$ cat config.mk
export PLATFORM = sky130hd
export DESIGN_NAME = rst_seq
export DESIGN_NICKNAME = d
export VERILOG_FILES = /design/src/rtl/rst_seq_pkg.sv /design/src/rtl/rst_pin_sync.sv /design/src/rtl/rst_por_timer.sv /design/src/rtl/rst_defaults.sv /design/src/rtl/rst_seq.sv
export SDC_FILE = /design/constraint.sdc
export NUM_CORES = 1
export LEC_CHECK = 0
export ABC_CLOCK_PERIOD_IN_PS = 3350
export BUFFER_PORTS_ARGS = -buffer_cell sky130_fd_sc_hd__buf_2
export CAP_MARGIN = 20
export CORE_ASPECT_RATIO = 0.5
export CORE_MARGIN = 5
export CORE_UTILIZATION = 30
export DETAILED_ROUTE_END_ITERATION = 8
export PLACE_DENSITY = 0.61
export SYNTH_ARGS = -nofsm -noshare
export SYNTH_HDL_FRONTEND = slang
export SYNTH_SLANG_ARGS = --single-unit
export TNS_END_PERCENT = 5
$ cat constraint.sdc
create_clock -name clk -period 3.35 [get_ports clk]
set_input_delay 0.335 -clock clk [delete_from_list [all_inputs] [get_ports clk]]
set_output_delay 0.335 -clock clk [all_outputs]
set_load 0.01 [all_outputs]
$ cat src/rtl/rst_seq_pkg.sv
package rst_seq_pkg;

  typedef enum logic [1:0] {
    POR_ARMED = 2'd0,
    POR_COUNT = 2'd1,
    POR_DONE  = 2'd2
  } por_state_t;

  // Stack pointer reset value: top of RAM window minus the register area.
  function automatic int sp_reset_value(input int ram_bytes);
    return ram_bytes - 17;
  endfunction

endpackage

$ cat src/rtl/rst_pin_sync.sv
module rst_pin_sync (
  input  logic clk,
  input  logic pin_n,
  output logic pin_ok,
  output logic halt_pulse
);
  logic [1:0] sync_q;
  logic       ok_d;
  logic       pulse_q;

  // Asynchronous clear so the low level is seen at once; release through two stages.
  always_ff @(posedge clk or negedge pin_n) begin
    if (!pin_n) sync_q <= 2'b00;
    else        sync_q <= {sync_q[0], 1'b1};
  end

  // Edge detect of the synchronized level: one pulse per pin assertion.
  always_ff @(posedge clk) begin
    ok_d    <= sync_q[1];
    pulse_q <= ok_d & ~sync_q[1];
  end

  assign pin_ok     = sync_q[1];
  assign halt_pulse = pulse_q;
endmodule

$ cat src/rtl/rst_por_timer.sv
module rst_por_timer
  import rst_seq_pkg::*;
#(
  parameter int CYC_DIV = 10,
  parameter int TMR_W   = 12
) (
  input  logic clk,
  input  logic supply_ok,
  input  logic por_en,
  output logic por_hold
);
  localparam logic [TMR_W-1:0] PRESET = {TMR_W{1'b1}};

  logic [1:0]       sup_q;
  logic             sup_prev;
  por_state_t       state;
  logic [TMR_W-1:0] timer;
  logic             tick;

  generate
    if (CYC_DIV > 1) begin : g_div
      localparam int DIV_W = $clog2(CYC_DIV);
      localparam logic [DIV_W-1:0] DIV_LAST = DIV_W'(CYC_DIV - 1);
      logic [DIV_W-1:0] div_q;
      always_ff @(posedge clk) begin
        if (state != POR_COUNT || div_q == DIV_LAST) div_q <= '0;
        else                                       div_q <= div_q + 1'b1;
      end
      assign tick = (state == POR_COUNT) && (div_q == DIV_LAST);
    end else begin : g_nodiv
      assign tick = (state == POR_COUNT);
    end
  endgenerate

  always_ff @(posedge clk) begin
    sup_q    <= {sup_q[0], supply_ok};
    sup_prev <= sup_q[1];
    if (!sup_q[1]) begin
      state <= POR_ARMED;
      timer <= PRESET;
    end else begin
      unique case (state)
        POR_ARMED: begin
          if (!sup_prev) begin
            state <= por_en ? POR_COUNT : POR_DONE;
            timer <= PRESET;
          end
        end
        POR_COUNT: begin
          if (!por_en)             state <= POR_DONE;
          else if (tick) begin
            if (timer == '0)       state <= POR_DONE;
            else                   timer <= timer - 1'b1;
          end
        end
        default: state <= POR_DONE;
      endcase
    end
  end

  assign por_hold = por_en && (state != POR_DONE);
endmodule

$ cat src/rtl/rst_defaults.sv
module rst_defaults
  import rst_seq_pkg::*;
#(
  parameter int NUM_TRI   = 4,
  parameter int NUM_CLR   = 6,
  parameter int SP_W      = 8,
  parameter int RAM_BYTES = 64
) (
  input  logic               clk,
  input  logic               ext_rst_n,
  input  logic               rst_next,
  output logic [NUM_TRI-1:0] tri_en,
  output logic               hi_drive,
  output logic               pc_clear,
  output logic [NUM_CLR-1:0] reg_clear,
  output logic               sp_load,
  output logic [SP_W-1:0]    sp_init
);
  localparam logic [SP_W-1:0] SP_RST = SP_W'(sp_reset_value(RAM_BYTES));

  generate
    for (genvar i = 0; i < NUM_TRI; i++) begin : g_tri
      always_ff @(posedge clk or negedge ext_rst_n) begin
        if (!ext_rst_n) tri_en[i] <= 1'b1;
        else            tri_en[i] <= rst_next;
      end
    end
    for (genvar j = 0; j < NUM_CLR; j++) begin : g_clr
      always_ff @(posedge clk or negedge ext_rst_n) begin
        if (!ext_rst_n) reg_clear[j] <= 1'b1;
        else            reg_clear[j] <= rst_next;
      end
    end
  endgenerate

  always_ff @(posedge clk or negedge ext_rst_n) begin
    if (!ext_rst_n) begin
      hi_drive <= 1'b1;
      pc_clear <= 1'b1;
      sp_load  <= 1'b1;
    end else begin
      hi_drive <= rst_next;
      pc_clear <= rst_next;
      sp_load  <= rst_next;
    end
  end

  assign sp_init = SP_RST;
endmodule

$ cat src/rtl/rst_seq.sv
module rst_seq #(
  parameter int CYC_DIV   = 10,
  parameter int TMR_W     = 12,
  parameter int RAM_BYTES = 64,
  parameter int NUM_TRI   = 4,
  parameter int NUM_CLR   = 6,
  parameter int SP_W      = 8
) (
  input  logic               clk,
  input  logic               ext_rst_n,
  input  logic               supply_ok,
  input  logic               por_en,
  output logic               core_rst,
  output logic               halt_exit,
  output logic [NUM_TRI-1:0] tri_en,
  output logic               hi_drive,
  output logic               pc_clear,
  output logic [NUM_CLR-1:0] reg_clear,
  output logic               sp_load,
  output logic [SP_W-1:0]    sp_init
);
  logic pin_ok;
  logic por_hold;
  logic rst_next;
  logic rst_q;

  rst_pin_sync u_pin (
    .clk        (clk),
    .pin_n      (ext_rst_n),
    .pin_ok     (pin_ok),
    .halt_pulse (halt_exit)
  );

  rst_por_timer #(
    .CYC_DIV (CYC_DIV),
    .TMR_W   (TMR_W)
  ) u_por (
    .clk       (clk),
    .supply_ok (supply_ok),
    .por_en    (por_en),
    .por_hold  (por_hold)
  );

  assign rst_next = ~pin_ok | por_hold;

  always_ff @(posedge clk or negedge ext_rst_n) begin
    if (!ext_rst_n) rst_q <= 1'b1;
    else            rst_q <= rst_next;
  end

  assign core_rst = rst_q;

  rst_defaults #(
    .NUM_TRI   (NUM_TRI),
    .NUM_CLR   (NUM_CLR),
    .SP_W      (SP_W),
    .RAM_BYTES (RAM_BYTES)
  ) u_dflt (
    .clk       (clk),
    .ext_rst_n (ext_rst_n),
    .rst_next  (rst_next),
    .tri_en    (tri_en),
    .hi_drive  (hi_drive),
    .pc_clear  (pc_clear),
    .reg_clear (reg_clear),
    .sp_load   (sp_load),
    .sp_init   (sp_init)
  );
endmodule

==> results of run 1 <==
[critical path, cell delays in order, from the launching register on]
cell     delay, ns
dfxtp_1       0.33
inv_1         0.12
ha_1          0.15
nor4b_2       0.32
and4b_1       0.48
a31oi_1       0.13
and3_1        0.17
[per-stage QoR]
| step | std cells | setup slack, ns | area, um^2 |
|---|---|---|---|
| 2_1_floorplan | 153 | 1.72 | 1410 |
| 3_3_place_gp | 203 | 1.62 | 1390 |
| 3_5_place_dp | 203 | 1.56 | 1390 |
| 4_1_cts | 208 | 1.55 | 1460 |
| 5_1_grt | 208 | 1.41 | 1460 |
| 6_report | 208 | 1.57 | 1460 |
[state kept, by name (all words and copies together), names as in the netlist]
signal,flops
u_dflt.sp_load,1
u_por.sup_q,2
u_pin.sync_q,2
u_pin.halt_pulse,1
u_pin.ok_d,1
u_por.sup_prev,1
u_por.timer,12
u_por.g_div.div_q,4
u_por.state,2
[metal layers]
layer,vias up,routed length (um),part of all wire,track usage
li1,503,-,-,-
met1,451,1190,0.49,0.0981
met2,27,1060,0.44,0.130
met3,2,163,0.067,0.0278
met4,0,15,0.0062,0.0387
met5,-,0,0,0
[kinds of logic (layout without fill, tap and decap cells)]
kind of cell / after synthesis / count (layout)
and+or+nand+nor: 48 / 48
buffers and inverters: 33 / 31
AOI/OAI and AO/OA: 30 / 30
DFF: 26 / 26
adders and majority gates: 4 / 4
other: 2 / 9
xor gates and xnor gates: 2 / 2
muxes: 1 / 1
[placed cells by master, fill, tap and decap left out, types with 2 or more instances in the layout]
master,n
dfxtp_1,23
buf_2,18
o31ai_1,13
nor2_1,9
conb_1,9
inv_1,8
nand3_1,6
nor3_1,5
a31oi_1,5
a21oi_1,5
nor2b_1,4
nand2_1,4
ha_1,4
clkbuf_8,4
o21ai_0,2
nor4_4,2
and3_1,2
nand2b_1,2
nand4_1,2
dfrtp_1,2
[how the worst max path moves through the flow]
stage / start / to / slack [ns] / depth (start not counted)
after floorplan: u_por.g_div.div_q[1]$_SDFF_PP0_ / u_por.timer[1]$_SDFFE_PN1P_ / 1.72 / 7
after global placement: u_por.timer[0]$_SDFFE_PN1P_ / u_por.state[0]$_SDFFE_PN0P_ / 1.62 / 6
after detailed placement: u_por.timer[0]$_SDFFE_PN1P_ / u_por.state[0]$_SDFFE_PN0P_ / 1.56 / 6
after CTS: u_por.timer[0]$_SDFFE_PN1P_ / u_por.state[0]$_SDFFE_PN0P_ / 1.55 / 6
after global routing: u_por.timer[0]$_SDFFE_PN1P_ / u_por.state[0]$_SDFFE_PN0P_ / 1.41 / 6
final: u_por.timer[0]$_SDFFE_PN1P_ / u_por.state[0]$_SDFFE_PN0P_ / 1.57 / 6
[cells in the mapped netlist (2+ instances only)]
master	count	area, um^2
nor4_4	2	42.5
nand4_1	2	12.5
o31ai_1	13	97.6
dfrtp_1	2	50.1
nand2_1	4	15.0
nor3_1	5	25.0
clkbuf_1	2	7.51
ha_1	4	50.1
a21oi_1	5	25.0
nor2b_1	4	25.0
conb_1	2	7.51
inv_1	8	30.0
and3_1	2	12.5
nand2b_1	2	12.5
dfxtp_1	23	460
a31oi_1	5	31.3
nor2_1	9	33.8
nand3_1	6	30.0
buf_4	21	158
o21ai_0	2	10.0
[power by group]
part	internal [mW]	switching, mW	total [mW]	leakage (nW)
Clock	0.105	0.0966	0.202	0.0288
Combinational	0.0173	0.0266	0.0439	0.394
Sequential	0.317	0.00784	0.325	0.222
[what timing repair did]
item / 4_1_cts / 5_1_grt
setup buffers: 0 / 0
endpoints found under the setup margin: 0 / 0
endpoints found under the hold margin: 2 / 0
gates resized for setup: 0 / 0
hold buffers: 1 / 0
[area by class of cell]
type / count / area share
Inverter: 8 / 0.0206
Tap cell: 57 / 0.0489
Multi-Input combinational cell: 94 / 0.456
Clock buffer: 4 / 0.0378
Timing Repair Buffer: 19 / 0.0687
Sequential cell: 26 / 0.368
==> impl_metrics.json, run 1 <==
{
  "min-delay-start": "supply_ok",
  "cts_root_buf": "clkbuf_8",
  "path_class": "reg -> reg",
  "clkLatencyLatePin_ns": 0.27,
  "cts_sinks": 26,
  "hold_depth": 1,
  "synthCells": 146,
  "antenna_found_initial": 0,
  "fillers": 439,
  "crit_path_end_kind": "flip-flop",
  "cts_buffers": 3,
  "reg2regPathDepth": 6,
  "p_leak_nw": 0.645,
  "grt_overflow": 0,
  "dp_hpwl_um": 1770,
  "arrival_ns": 1.96,
  "max_freq_ghz": 0.560,
  "synth_enable_flop_cells": 0,
  "synthMuxAreaShare": 0.00812,
  "rsz0062_at_grt": "false",
  "cts_max_level": 1,
  "synth_seq_area_share": 0.387,
  "synth_top_family_by_area": "simple AND/OR/NAND/NOR gates",
  "synth-adder-area-share": 0.0361,
  "drive_gt1_frac": 0.212,
  "finalPower_uw": 571,
  "final-setup-viol-count": 0,
  "yosys_warnings": 0,
  "yosys.area_share.simple": 0.245,
  "die_w_um": 106,
  "fin_nets": 160,
  "status": "completed",
  "worstReg2RegEnd": "u_por.state[0]$_SDFFE_PN0P_",
  "multiInputGateArea_um2": 664,
  "r2r_start": "u_por.timer[0]$_SDFFE_PN1P_",
  "final_max_slew_viol_count": 0,
  "max-clock-path-buffers": 2,
  "wirelength_um": 2430,
  "grt_pass1_wl_um": 3990,
  "drt_iter0_drc": 68,
  "area_growth_pct": 5.14,
  "tightestPinTransition_ns": 0.527,
  "slew-limit-headroom": 0.646,
  "reg2reg_slack_ns": 1.57,
  "start_util": 0.313,
  "min_period_ns": 1.78,
  "rows": 17,
  "grt_use_total": 0.0807,
  "synth_compound_area_frac": 0.153,
  "final_util": 0.329,
  "wire_per_inst_um": 11.7,
  "diodes": 0,
  "synth_xor_area_frac": 0.0126,
  "grt_max_degree": 15,
  "syn_area_um2": 1390,
  "avgViaCountPerCell": 4.73,
  "gp_congestion": 0.739,
  "hold_class": "in -> reg",
  "ant_nets": 0,
  "power_density_nw_per_um2": 392,
  "die_area_um2": 6160,
  "drc": 0,
  "cap_violations": 0,
  "holdWs_ns": 0.168,
  "die_y_um": 58.1,
  "synth_ff_type": "dfxtp_1",
  "cp-start-kind": "flip-flop",
  "synthArstFlopShare": 0.115,
  "syn_avg_cell_area_um2": 9.50,
  "tritoncts": "yes",
  "first_pass_iters": 4,
  "clk_pin_slew_worst_paths_ns": 0.09,
  "core_um2": 4420,
  "skew_ns": 0.00820,
  "hold_violations": 0,
  "portBuffers": 18,
  "worstHoldEndpoint": "u_por.sup_q[0]$_DFF_P_",
  "vias": 983,
  "ys_types": 43,
  "ff_latch_area_um2": 537,
  "fin_tns_setup_ns": 0,
  "synth-seq-cells": 26,
  "fin_crit_sh": 0.533,
  "io_pins": 27,
  "grt_pass1_vias": 862,
  "vdd_drop_max_v": 0.000123,
  "critical_path_required_ns": 3.52,
  "crit_path_max_fanout": 10
}
Note: power is estimated with default switching activity, not from simulation.
==> inputs of run 2 (changes only) <==
Settings changed: ABC_CLOCK_PERIOD_IN_PS 3350 to 1700.
Clock period 3.35 ns to 1.7 ns, I/O delays scaled along.
==> run 2 against run 1 <==
Against the previous run:
- global-route usage rose by 1.2 points
- clock skew barely moved
- critical path depth rose by 1
- die area did not move
- sequential share of layout area fell by 3.8 points
- worst setup slack got worse by 1.5 ns
- flip-flop and latch count did not move
- combinational power rose by 120%
- cell area rose by 12%
- utilization rose by 4.0 points
- largest power group unchanged
- highest routed layer unchanged
==> impl_metrics.json, run 2 (same netlist as run 1, synthesis figures left out) <==
{
  "cap_violations": 0,
  "clkPwrFrac": 0.349,
  "grt_pass1_wl_um": 4640,
  "fillers": 453,
  "grt_use_total": 0.0924,
  "multiInputGateArea_um2": 709,
  "io_pins": 27,
  "grt_overflow": 0,
  "cp-start-kind": "flip-flop",
  "arrival_ns": 1.79,
  "ant_nets": 0,
  "tightestPinTransition_ns": 0.518,
  "fin_crit_sh": 0.963,
  "crit_path_end_kind": "flip-flop",
  "die_y_um": 58.1,
  "clkLatencyLatePin_ns": 0.27,
  "slew-limit-headroom": 0.652,
  "min_period_ns": 1.64,
  "final_max_slew_viol_count": 0,
  "r2r_start": "u_por.timer[1]$_SDFFE_PN1P_",
  "drt_iter0_drc": 48,
  "status": "completed",
  "layout_common_cells": "dfxtp_1 (21), buf_2 (18), buf_4 (17)",
  "dp_hpwl_um": 2030,
  "first_pass_iters": 4,
  "cts_sinks": 26,
  "diodes": 0,
  "vdd_drop_max_v": 0.000352,
  "clk_pin_slew_worst_paths_ns": 0.08,
  "portBuffers": 18,
  "wire_per_inst_um": 12.4,
  "final-setup-viol-count": 0,
  "critical_path.startpoint": "u_por.timer[1]$_SDFFE_PN1P_",
  "die_w_um": 106,
  "intPower_uw": 870,
  "wirelength_um": 2780,
  "grt_max_degree": 15,
  "vias": 1077,
  "stdcell_area_um2": 1630,
  "cts_buffers": 3,
  "largest_reg_flops": 12,
  "core_um2": 4420,
  "die_area_um2": 6160,
  "crit_path_max_fanout": 5,
  "gp_congestion": 0.754,
  "cts_root_buf": "clkbuf_8",
  "max_freq_ghz": 0.611,
  "tritoncts": "yes",
  "fin_nets": 177,
  "final_common_cell": "dfxtp_1",
  "ff_latch_area_um2": 539,
  "top_register": "u_por.timer",
  "drc": 0,
  "critical_path_required_ns": 1.86,
  "avgViaCountPerCell": 4.79,
  "hold_violations": 0,
  "sw_frac_of_total": 0.230,
  "antenna_found_initial": 0,
  "pwr-share-seq": 0.565,
  "top_regs": "u_por.timer: 12 flops, u_por.g_div.div_q: 4 flops",
  "start_util": 0.313,
  "rsz0062_at_grt": "true",
  "grt_pass1_vias": 981,
  "min-delay-start": "supply_ok",
  "hold_class": "in -> reg",
  "combinationalPowerShare": 0.086,
  "p_leak_nw": 0.737,
  "max-clock-path-buffers": 2,
  "area_growth_pct": 17.8,
  "p_sw_uw": 259,
  "power_density_nw_per_um2": 692,
  "finalPower_mw": 1.13,
  "placed_area_um2": 1500,
  "skew_ns": 0.00777,
  "path_class": "reg -> reg",
  "cts_max_level": 1,
  "rows": 17,
  "drive_gt1_frac": 0.345
}
[run 2: cell count changes in the layout (fill, tap and decap cells not counted), sizes merged]
| cell | change |
|---|---|
| buf | +17 |
[run 2: cell type report]
cell class              instances  share of cell area
flip-flops and latches         26               0.330
inverters                       8              0.0184
clock buffers                   4              0.0337
multi-input cells              94               0.434
well taps                      57              0.0437
repair buffers                 36               0.139
[run 2: final timing paths]
check / to / slack [ns] / depth (start not counted)
min reg2reg: u_por.sup_q[1]$_DFF_P_ / 0.33 / 0
min in group asynchronous: u_pin.sync_q[0]$_DFF_PN0_ / 0.22 / 2
min: u_por.sup_q[0]$_DFF_P_ / 0.009 / 1
max: u_por.timer[1]$_SDFFE_PN1P_ / 0.06 / 7
max in group asynchronous: u_dflt.sp_load$_DFF_PN1_ / 1.29 / 2
max reg2reg: u_por.timer[1]$_SDFFE_PN1P_ / 0.06 / 7
[run 2: stage by stage]
stage / hold slack [ns] / utilization / TNS [ns] / cells / worst slack [ns]
floorplan: -0.126 / - / 0 / 153 / 0.0663
global placement: -0.0365 / 0.339 / 0 / 217 / 0.0539
detailed placement: -0.0335 / 0.339 / 0 / 217 / 0.00731
CTS: 0.00384 / 0.354 / 0 / 222 / 0.00409
global route: 0.00120 / 0.369 / -0.0921 / 225 / -0.0289
finish: 0.00910 / 0.369 / 0 / 225 / 0.0637
[run 2: power by group through the flow]
stage	Clock [mW]	Combinational [mW]	Sequential, mW
detailed placement	0	0.0929	0.653
CTS	0.411	0.0957	0.639
floorplan	0	0.0927	0.652
global route	0.441	0.105	0.642
global placement	0	0.0922	0.651
finish	0.394	0.0969	0.638
[run 2: repair_timing]
action,CTS,global route
hold endpoints to repair,3,0
pin swaps,0,4
gates cloned,0,0
hold buffers,1,0
gates resized for setup,1,12
setup endpoints to repair,1,14
setup buffers,0,3
[run 2: critical path, stage by stage (launching register included)]
cell and delay (ns):
dfxtp_2 0.33, inv_2 0.08, ha_4 0.12, nor4b_4 0.19, buf_4 0.16, nand4b_4 0.15
a21oi_2 0.20, mux2_4 0.30
[run 2: layer usage]
metal / part of all wire / routed length [um] / track usage
met1: 0.47 / 1300 / 0.113
met2: 0.47 / 1320 / 0.156
met3: 0.058 / 162 / 0.0300
met4: 0.00072 / 2 / 0.0295
met5: 0 / 0 / 0
==> inputs of run 3 (changes only) <==
Settings changed: ABC_CLOCK_PERIOD_IN_PS 1700 to 2000, CTS_BUF_LIST set to sky130_fd_sc_hd__clkbuf_4, MAX_ROUTING_LAYER set to met4.
Clock period 1.7 ns to 2 ns, I/O delays scaled along.
==> run 3 against run 2 <==
Against the previous run:
- cell count decreased by 6.7%
- count of clock-buffer cells in the layout decreased by 1
- first-iteration DRC count decreased by 17%
- largest power group unchanged
==> impl_metrics.json, run 3 (same netlist as run 1, synthesis figures left out) <==
{
  "final-setup-viol-count": 0,
  "power_density_nw_per_um2": 667,
  "die_w_um": 106,
  "drc": 0,
  "crit_path_max_fanout": 10,
  "multiInputGateArea_um2": 664,
  "portBuffers": 18,
  "combinationalPowerShare": 0.076,
  "die_y_um": 58.1,
  "first_pass_iters": 4,
  "hold_class": "in -> reg",
  "cts_buffers": 3,
  "gp_congestion": 0.746,
  "clk_pin_slew_worst_paths_ns": 0.15,
  "tightestPinTransition_ns": 0.532,
  "final_common_cell": "dfxtp_1",
  "vdd_drop_max_v": 0.000282,
  "drt_iter0_drc": 40,
  "max_freq_ghz": 0.549,
  "max-clock-path-buffers": 2,
  "grt_overflow": 0,
  "avgViaCountPerCell": 4.72,
  "fin_crit_sh": 0.911,
  "rows": 17,
  "core_um2": 4420,
  "rsz0062_at_grt": "false",
  "ctsResizeCount": 0,
  "diodes": 0,
  "fin_tns_setup_ns": 0,
  "stdcell_count": 210,
  "post-cts-setup-buffer-count": 0,
  "fin_nets": 162,
  "clkPwrFrac": 0.369,
  "grt_max_degree": 16,
  "top_register": "u_por.timer",
  "cts_max_level": 1,
  "cts_root_buf": "clkbuf_4",
  "io_pins": 27,
  "wire_per_inst_um": 11.3,
  "largest_reg_flops": 12,
  "layout_common_cells": "dfxtp_1 (23), buf_2 (18), o31ai_1 (13)",
  "slew-limit-headroom": 0.642,
  "placed_area_um2": 1400,
  "tritoncts": "yes",
  "drive_gt1_frac": 0.216,
  "area_growth_pct": 6.23,
  "place_inst": 204,
  "skew_ns": 0.0187,
  "critical_path_required_ns": 2.25,
  "sw_frac_of_total": 0.221,
  "p_leak_nw": 0.653,
  "p_sw_uw": 217,
  "start_util": 0.313,
  "crit_path_end_kind": "flip-flop",
  "top_regs": "u_por.timer: 12 flops, u_por.g_div.div_q: 4 flops",
  "vias": 992,
  "antenna_found_initial": 0,
  "cap_violations": 0,
  "cp-start-kind": "flip-flop",
  "arrival_ns": 2.07,
  "stdcell_area_um2": 1470,
  "die_area_um2": 6160,
  "clkLatencyLatePin_ns": 0.33,
  "dp_hpwl_um": 1750,
  "ant_nets": 0,
  "final_max_slew_viol_count": 0,
  "cts_sinks": 26,
  "intPower_uw": 766,
  "path_class": "reg -> reg",
  "layout_setup_ws_ns": 0.178,
  "pwr-share-seq": 0.555,
  "min_period_ns": 1.82,
  "final_util": 0.333,
  "grt_pass1_wl_um": 4070,
  "wirelength_um": 2380,
  "grt_pass1_vias": 877,
  "fillers": 458,
  "hold_buffers": 2,
  "ff_latch_area_um2": 537,
  "status": "completed",
  "post-place-ws_ns": 0.210,
  "hold_violations": 0,
  "grt_use_total": 0.0827
}
-- run 3: changes by cell type in the layout (fill, tap and decap cells not counted), moves of 2 or more --
cell	previous run	this run
buf_4	17	1
clkbuf_4	0	3
clkbuf_8	4	0
dfxtp_1	21	23
dfxtp_2	2	0
inv_1	6	8
inv_2	2	0
-- run 3: path summary, 6_finish.rpt --
check                                              end  slack, ns  cells past startpoint                   startpoint
hold reg to reg                 u_por.sup_q[1]$_DFF_P_       0.34                      0       u_por.sup_q[0]$_DFF_P_
setup reg to reg           u_por.state[0]$_SDFFE_PN0P_       0.18                      6  u_por.timer[0]$_SDFFE_PN1P_
max in group asynchronous     u_dflt.sp_load$_DFF_PN1_       1.65                      2                    ext_rst_n
hold / removal                u_dflt.sp_load$_DFF_PN1_       0.11                      3                       por_en
min in group asynchronous    u_pin.sync_q[1]$_DFF_PN0_       0.16                      2                    ext_rst_n
setup / recovery           u_por.state[0]$_SDFFE_PN0P_       0.18                      6  u_por.timer[0]$_SDFFE_PN1P_
-- run 3: per-layer routing --
metal,global-route usage,part of all wire,up-vias
met5,-,0,-
li1,-,-,506
met4,0.0314,0.011,0
met2,0.127,0.41,28
met3,0.0256,0.065,4
met1,0.103,0.51,454
-- run 3: cell type report --
type	count	share of cell area
sequential	26	0.364
inverter	8	0.0204
clock inverter	1	0.0204
timing repair buffer	21	0.0799
tap	57	0.0484
multi-input combinational	94	0.451
clock buffer	3	0.0153
-- run 3: metrics by stage --
step,hold slack [ns],total power [mW]
floorplan,-0.0956,0.633
global route,0.0974,1.04
CTS,0.0910,1.00
detailed placement,-0.00298,0.629
finish,0.106,0.983
global placement,-0.00570,0.629
-- run 3: worst max-delay path: stages, from the launching register on --
cell and delay (ns):
dfxtp_1 0.36, inv_1 0.12, ha_1 0.15, nor4b_2 0.32, and4b_1 0.48, a31oi_1 0.13
and3_1 0.17
-- run 3: power by group through the flow --
stage | sequential (mW) | combinational (mW) | clock, mW
2_1_floorplan | 0.554 | 0.0788 | 0
3_3_place_gp | 0.556 | 0.0724 | 0
3_5_place_dp | 0.557 | 0.0723 | 0
4_1_cts | 0.546 | 0.0755 | 0.382
5_1_grt | 0.549 | 0.0825 | 0.405
6_report | 0.545 | 0.0748 | 0.363
